<file path="src/rtl/sirq_pkg.sv">
package sirq_pkg;
  typedef struct packed {
    logic latch_wr;
    logic reload_wr;
    logic disable_wr;
    logic enable_wr;
  } sirq_cmd_t;

  localparam int unsigned NUM_REGS = 4;
endpackage

</file>
<file path="src/rtl/sirq_decode.sv">
module sirq_decode
  import sirq_pkg::*;
#(
  parameter int unsigned ADDR_W = 16,
  parameter logic [ADDR_W-1:0] ADDR_MASK = 16'hE001,
  parameter logic [ADDR_W-1:0] ADDR_LATCH = 16'hC000,
  parameter logic [ADDR_W-1:0] ADDR_RELOAD = 16'hC001,
  parameter logic [ADDR_W-1:0] ADDR_DISABLE = 16'hE000,
  parameter logic [ADDR_W-1:0] ADDR_ENABLE = 16'hE001
) (
  input  logic              wr_en_i,
  input  logic [ADDR_W-1:0] wr_addr_i,
  output sirq_cmd_t         cmd_o
);
  localparam logic [ADDR_W-1:0] REG_ADDR [NUM_REGS] =
    '{ADDR_LATCH, ADDR_RELOAD, ADDR_DISABLE, ADDR_ENABLE};

  logic [ADDR_W-1:0]   masked_addr;
  logic [NUM_REGS-1:0] hit;

  assign masked_addr = wr_addr_i & ADDR_MASK;

  for (genvar g = 0; g < NUM_REGS; g++) begin : g_hit
    assign hit[g] = wr_en_i && (masked_addr == REG_ADDR[g]);
  end

  assign cmd_o.latch_wr   = hit[0];
  assign cmd_o.reload_wr  = hit[1];
  assign cmd_o.disable_wr = hit[2];
  assign cmd_o.enable_wr  = hit[3];
endmodule

</file>
<file path="src/rtl/sirq_counter.sv">
module sirq_counter
  import sirq_pkg::*;
#(
  parameter int unsigned DATA_W = 8,
  parameter int unsigned LINE_W = 9,
  parameter int unsigned VISIBLE_LINES = 240
) (
  input  logic              clk_i,
  input  logic              rst_ni,
  input  sirq_cmd_t         cmd_i,
  input  logic [DATA_W-1:0] wr_data_i,
  input  logic              line_pulse_i,
  input  logic [LINE_W-1:0] line_num_i,
  input  logic              render_en_i,
  output logic [DATA_W-1:0] count_o,
  output logic [DATA_W-1:0] latch_o,
  output logic [DATA_W-1:0] latch_next_o,
  output logic              zero_hit_o
);
  localparam int unsigned MSB = DATA_W - 1;
  localparam logic [LINE_W-1:0] VIS_LIM = LINE_W'(VISIBLE_LINES);

  logic [DATA_W-1:0] cnt_q, cnt_w, cnt_d, latch_q, latch_w;
  logic vis_q, vis_w, vis_d, vbl_q, vbl_w, vbl_d;
  logic in_visible, step;

  assign in_visible = line_num_i < VIS_LIM;
  assign step       = line_pulse_i && in_visible && render_en_i;

  // register write stage, applied before the line step
  always_comb begin
    latch_w = cmd_i.latch_wr ? wr_data_i : latch_q;
    cnt_w   = cnt_q;
    vis_w   = vis_q;
    vbl_w   = vbl_q;
    if (cmd_i.reload_wr) begin
      cnt_w[MSB] = 1'b1;
      if (in_visible) begin
        vis_w = 1'b1;
      end else begin
        vbl_w = 1'b1;
        vis_w = 1'b0;
      end
    end
  end

  // line step stage
  always_comb begin
    cnt_d      = cnt_w;
    vis_d      = vis_w;
    vbl_d      = vbl_w;
    zero_hit_o = 1'b0;
    if (step) begin
      if (vbl_w) begin
        cnt_d = latch_w;
        vbl_d = 1'b0;
      end
      if (vis_w) begin
        cnt_d = latch_w;
        vis_d = 1'b0;
      end else if (cnt_d != '0) begin
        cnt_d = cnt_d - 1'b1;
      end
      if (cnt_d == '0) begin
        vis_d      = 1'b1;
        zero_hit_o = 1'b1;
      end
    end
  end

  always_ff @(posedge clk_i or negedge rst_ni) begin
    if (!rst_ni) begin
      cnt_q   <= '0;
      latch_q <= '1;
      vis_q   <= 1'b0;
      vbl_q   <= 1'b0;
    end else begin
      cnt_q   <= cnt_d;
      latch_q <= latch_w;
      vis_q   <= vis_d;
      vbl_q   <= vbl_d;
    end
  end

  assign count_o      = cnt_q;
  assign latch_o      = latch_q;
  assign latch_next_o = latch_w;

  a_r4_idle_stable: assert property (@(posedge clk_i) disable iff (!rst_ni)
    (!step && !cmd_i.reload_wr) |=> $stable(count_o));
  a_r3_msb_set: assert property (@(posedge clk_i) disable iff (!rst_ni)
    (cmd_i.reload_wr && !step) |=> count_o[MSB]);
  a_r6_zero_rearm: assert property (@(posedge clk_i) disable iff (!rst_ni)
    zero_hit_o |=> (vis_q && count_o == '0));
  a_r2_latch_hold: assert property (@(posedge clk_i) disable iff (!rst_ni)
    !cmd_i.latch_wr |=> $stable(latch_o));
endmodule

</file>
<file path="src/rtl/sirq_irq.sv">
module sirq_irq
  import sirq_pkg::*;
#(
  parameter int unsigned DATA_W = 8
) (
  input  logic              clk_i,
  input  logic              rst_ni,
  input  sirq_cmd_t         cmd_i,
  input  logic              zero_hit_i,
  input  logic [DATA_W-1:0] latch_i,
  output logic              irq_o,
  output logic              enable_o
);
  logic en_q, en_w, pend_q, pend_d, ack;

  assign ack  = cmd_i.disable_wr || cmd_i.enable_wr;
  assign en_w = cmd_i.enable_wr ? 1'b1 : (cmd_i.disable_wr ? 1'b0 : en_q);

  always_comb begin
    pend_d = ack ? 1'b0 : pend_q;
    // zero latch suppresses firing
    if (zero_hit_i && en_w && (latch_i != '0)) pend_d = 1'b1;
  end

  always_ff @(posedge clk_i or negedge rst_ni) begin
    if (!rst_ni) begin
      en_q   <= 1'b0;
      pend_q <= 1'b0;
    end else begin
      en_q   <= en_w;
      pend_q <= pend_d;
    end
  end

  assign irq_o    = pend_q;
  assign enable_o = en_q;

  a_r8_hold: assert property (@(posedge clk_i) disable iff (!rst_ni)
    (irq_o && !ack) |=> irq_o);
  a_r9_ack_clear: assert property (@(posedge clk_i) disable iff (!rst_ni)
    (ack && !zero_hit_i) |=> !irq_o);
  a_r9_disable_blocks: assert property (@(posedge clk_i) disable iff (!rst_ni)
    cmd_i.disable_wr |=> (!irq_o && !enable_o));
  a_r7_needs_enable: assert property (@(posedge clk_i) disable iff (!rst_ni)
    $rose(irq_o) |-> enable_o);
endmodule

</file>
<file path="src/rtl/scanline_irq_unit.sv">
module scanline_irq_unit
  import sirq_pkg::*;
#(
  parameter int unsigned ADDR_W = 16,
  parameter int unsigned DATA_W = 8,
  parameter int unsigned LINE_W = 9,
  parameter int unsigned VISIBLE_LINES = 240
) (
  input  logic              clk_i,
  input  logic              rst_ni,
  input  logic              wr_en_i,
  input  logic [ADDR_W-1:0] wr_addr_i,
  input  logic [DATA_W-1:0] wr_data_i,
  input  logic              line_pulse_i,
  input  logic [LINE_W-1:0] line_num_i,
  input  logic              render_en_i,
  output logic              irq_o,
  output logic [DATA_W-1:0] count_o
);
  sirq_cmd_t         cmd;
  logic [DATA_W-1:0] latch, latch_next;
  logic              zero_hit, enable;

  sirq_decode #(.ADDR_W(ADDR_W)) i_decode (
    .wr_en_i  (wr_en_i),
    .wr_addr_i(wr_addr_i),
    .cmd_o    (cmd)
  );

  sirq_counter #(
    .DATA_W(DATA_W), .LINE_W(LINE_W), .VISIBLE_LINES(VISIBLE_LINES)
  ) i_counter (
    .clk_i       (clk_i),
    .rst_ni      (rst_ni),
    .cmd_i       (cmd),
    .wr_data_i   (wr_data_i),
    .line_pulse_i(line_pulse_i),
    .line_num_i  (line_num_i),
    .render_en_i (render_en_i),
    .count_o     (count_o),
    .latch_o     (latch),
    .latch_next_o(latch_next),
    .zero_hit_o  (zero_hit)
  );

  sirq_irq #(.DATA_W(DATA_W)) i_irq (
    .clk_i     (clk_i),
    .rst_ni    (rst_ni),
    .cmd_i     (cmd),
    .zero_hit_i(zero_hit),
    .latch_i   (latch_next),
    .irq_o     (irq_o),
    .enable_o  (enable)
  );

  a_r7_zero_latch: assert property (@(posedge clk_i) disable iff (!rst_ni)
    $rose(irq_o) |-> (latch != '0 && count_o == '0));
  a_r1_reset_state: assert property (@(posedge clk_i)
    !rst_ni |-> (!irq_o && count_o == '0 && !enable));
endmodule

</file>
<file path="config.mk">
export PLATFORM = sky130hd
export DESIGN_NAME = scanline_irq_unit
export DESIGN_NICKNAME = d
export VERILOG_FILES = /design/src/rtl/sirq_pkg.sv /design/src/rtl/sirq_decode.sv /design/src/rtl/sirq_counter.sv /design/src/rtl/sirq_irq.sv /design/src/rtl/scanline_irq_unit.sv
export SDC_FILE = /design/constraint.sdc
export NUM_CORES = 1
export LEC_CHECK = 0
export BUFFER_PORTS_ARGS = -buffer_cell sky130_fd_sc_hd__buf_2
export CORE_AREA = 2 2 63 77
export CTS_CLUSTER_SIZE = 30
export DETAILED_ROUTE_END_ITERATION = 7
export DIE_AREA = 0 0 65 79
export PLACE_DENSITY = 0.6
export SYNTH_ARGS = -nofsm -noshare
export SYNTH_HDL_FRONTEND = slang
export SYNTH_HIERARCHICAL = 1
export SYNTH_SLANG_ARGS = --single-unit
</file>
<file path="constraint.sdc">
create_clock -name clk_i -period 7.2 [get_ports clk_i]
set_input_delay 0.36 -clock clk_i [delete_from_list [all_inputs] [get_ports clk_i]]
set_output_delay 0.36 -clock clk_i [all_outputs]
set_load 0.01 [all_outputs]
</file>
==> impl_metrics.env <==
export IMPL_wirelength_um=4183
export IMPL_fin_crit_sh=0.5896
export IMPL_comb_power_share=0.507
export IMPL_place_worst_setup_slack_ns=2.703
export IMPL_p_int_w=0.0003344
export IMPL_avgSynthCellArea_um2=9.564
export IMPL_nets=242
export IMPL_synth_compound_area_frac=0.2850
export IMPL_dp_hpwl_um=3214
export IMPL_synth_area_leader_cell="dfrtp_1"
export IMPL_grtUsageTotal=0.1705
export IMPL_cts_tree="yes"
export IMPL_hold_path_class="primary input to async pin"
export IMPL_initial_core_util=0.3760
export IMPL_synth_most_common_cell="nand2_1"
export IMPL_power_w=0.0005781
export IMPL_r2r_start="i_counter/vbl_q"
export IMPL_cp_max_fo=16
export IMPL_ctsResizeCount=0
export IMPL_regArea_um2=510.5
export IMPL_max_freq_mhz=235.6
export IMPL_hold_viol_final=0
export IMPL_num_rows=27
export IMPL_crit_slowest_cell="nor3_2"
export IMPL_ys_warn_count=6
export IMPL_cp_required_ns=7.40
export IMPL_cp_slowest_stage_delay_ns=0.74
export IMPL_n_fill_cell=440
export IMPL_first_global_vias=1380
export IMPL_drc_errors=0
export IMPL_path_cells="buf_2, nand3_2, nor3_2, mux2i_1, nor2_1, a21oi_1, ha_1, nor3b_1, xnor2_1, nor2_1, o41ai_2, nand4b_1, a221oi_1, and3_1, a32o_1"
export IMPL_gp_congestion=0.8663
export IMPL_avgViaCountPerCell=5.691
export IMPL_ys_top_cells_by_area="dfrtp_1 18%, dfstp_2 13%, mux2i_1 4.2%"
export IMPL_seqPwrFrac=0.342
export IMPL_finClkSkew_ns=0.006350
export IMPL_grt_max_degree=21
export IMPL_startpoint="wr_addr_i[15]"
export IMPL_use_met3=0.01841
export IMPL_critPathBufInv=1
export IMPL_synth_top_cell_area_share=0.1805
export IMPL_htree_levels=1
export IMPL_path_common_cell="nor2_1"
export IMPL_min_period_ns=4.245
export IMPL_ys_top_cells_by_count="14 x nand2_1, 13 x nor2_1, 12 x dfrtp_1, 9 x o21ai_0, 8 x dfstp_2"
export IMPL_ys_flop_type="dfrtp_1"
export IMPL_rsz0062_at_grt="no"
export IMPL_syn2layout_area_growth_pct=14.36
export IMPL_maxSlewHeadroom=0.3505
export IMPL_dr_pass1_iters=4
export IMPL_syn_num_nets=214
export IMPL_final_max_slew_viol_count=0
export IMPL_critical_path_class="primary input to register"
export IMPL_yosys_area_share_simple=0.2165
export IMPL_grt_overflow=0
export IMPL_ir_drop_v=0.0001625
export IMPL_port_buffers=30
export IMPL_die_h_um=79
export IMPL_synthAdderAreaFrac=0.01504
export IMPL_clock_sinks=20
export IMPL_met1_usage=0.2263
export IMPL_muxShareOfSynthArea=0.09624
export IMPL_synth_seq_area_share=0.3068
export IMPL_ant_nets=0
export IMPL_cap_violations=0
export IMPL_clk_pin_slew_worst_paths_ns=0.08
export IMPL_setup_viol=0
export IMPL_numCtsBuffers=3
export IMPL_p_leak_nw=0.7838
export IMPL_endpoint_kind="register"
export IMPL_clock_latency_ns=0.26
export IMPL_switchingPower_w=0.0002437
export IMPL_cts_buffer_depth=2
export IMPL_crit_family="simple AND/OR/NAND/NOR gates"
export IMPL_p_clk_frac=0.151
export IMPL_clock_tree_root_cell="clkbuf_8"
export IMPL_worst_setup_path_start_kind="primary input"
export IMPL_multiInputGateArea_um2=1077
export IMPL_cts_hold_buf=0
export IMPL_synth_seq_cells=20
export IMPL_switching_share=0.4215
export IMPL_synth_top_family_by_area="compound AO/OA/AOI/OAI gates"
export IMPL_cts_setup_buffers=0
export IMPL_synthXorXnorAreaFrac=0.03158
export IMPL_status="complete, no violations"
export IMPL_vias=1474
export IMPL_power_density_nw_per_um2=303.8
export IMPL_setup_tns_final_ns=0
export IMPL_floorplan_die_area_um2=5135
export IMPL_postSynth_asyncResetShare=1.000
export IMPL_core_um2=4425
export IMPL_grt_pass1_wl_um=6803
export IMPL_setup_slack_ns=2.955
export IMPL_crit_arrival_ns=4.44
export IMPL_met2_usage=0.2897
export IMPL_synth_cell_type_count=65
export IMPL_worst_slew_pin_slew_ns=0.9690
export IMPL_syn_area_um2=1664
export IMPL_drtIter0Drc=33
export IMPL_die_x_um=65
export IMPL_drive_gt1_frac=0.3532
export IMPL_top_usage_layer="met2"
export IMPL_synth_edf_count=0
export IMPL_wl_per_cell_um=16.15
export IMPL_antenna_found_initial=0
export IMPL_ios=47
export IMPL_synthCells=174
export IMPL_antennaDiodeCount=0
-- worst reg2reg max path, delay by kind of cell, from the launching register on --
| family | cells | cell delay (ns) |
|---|---|---|
| AO/OA/AOI/OAI | 5 | 1.57 |
| adder cells (fa/ha/maj) | 1 | 0.37 |
| XOR/XNOR | 1 | 0.16 |
| AND/OR/NAND/NOR | 5 | 0.85 |
| flip-flops | 1 | 0.55 |
-- through the flow --
stage | cell area [um2] | cells | utilization | hold slack [ns]
2_1_floorplan | 1664 | 174 | - | 0.06441
3_3_place_gp | 1848 | 255 | 0.4176 | 0.3367
3_5_place_dp | 1848 | 255 | 0.4176 | 0.3360
4_1_cts | 1903 | 259 | 0.4300 | 0.04987
5_1_grt | 1903 | 259 | 0.4300 | 0.07593
6_report | 1903 | 259 | 0.4300 | 0.04277
-- per-layer routing --
layer / vias to the layer above / routed length [um] / part of all wire
li1: 727 / - / -
met1: 705 / 1873 / 0.45
met2: 38 / 2074 / 0.50
met3: 4 / 185 / 0.044
met4: 0 / 49 / 0.012
met5: - / 0 / 0
-- state kept, by name, summed over array words and instances, names as in the netlist --
name and flops:
i_counter/count_o 8, i_counter/latch_o 8, i_counter/vbl_q 1, i_counter/vis_q 1, i_irq/enable_o 1, i_irq/irq_o 1
-- worst paths after layout --
check	to	slack, ns	depth (start not counted)
setup / recovery	i_irq/irq_o	2.96	15
max in group asynchronous	i_counter/latch_o[0]	6.81	1
hold reg to reg	i_irq/enable_o	0.48	1
setup reg to reg	i_irq/irq_o	3.63	12
min in group clk_i	i_counter/latch_o[7]	0.43	2
hold / removal	i_counter/count_o[0]	0.04	1
-- placed cells by master (no fill, tap or decap), types with 3 or more instances in the layout --
cell type / n
mux2_2: 6
and3_1: 5
inv_1: 7
clkbuf_8: 4
nor3_1: 4
o211ai_1: 4
a21o_1: 3
dfstp_2: 8
dfrtp_1: 12
nand2_1: 14
nor3b_1: 3
buf_2: 30
o21ai_0: 9
a21oi_1: 5
nor2_1: 13
a211oi_1: 3
xnor2_1: 6
mux2i_1: 7
-- power groups by stage --
stage	registers, W	clock network (W)	logic (W)
3_5_place_dp	0.000200	0	0.000290
4_1_cts	0.000197	0.0000916	0.000292
2_1_floorplan	0.000198	0	0.000209
3_3_place_gp	0.000200	0	0.000291
6_report	0.000198	0.0000875	0.000293
5_1_grt	0.000204	0.0000965	0.000324
-- layout make-up --
type,count,share of cell area
clock buffers,4,0.02893
inverters,8,0.01578
multi-input cells,138,0.5661
flip-flops and latches,20,0.2682
well taps,58,0.03813
repair buffers,31,0.08284
-- cells by family (layout without fill, tap and decap cells) --
group / after synthesis / after routing
xor+xnor: 6 / 6
compound gates: 55 / 55
fa+ha+maj: 2 / 2
buf+inv: 16 / 43
flops: 20 / 20
mux: 14 / 14
simple gates: 61 / 61
Power figures use the tool's default switching activity.
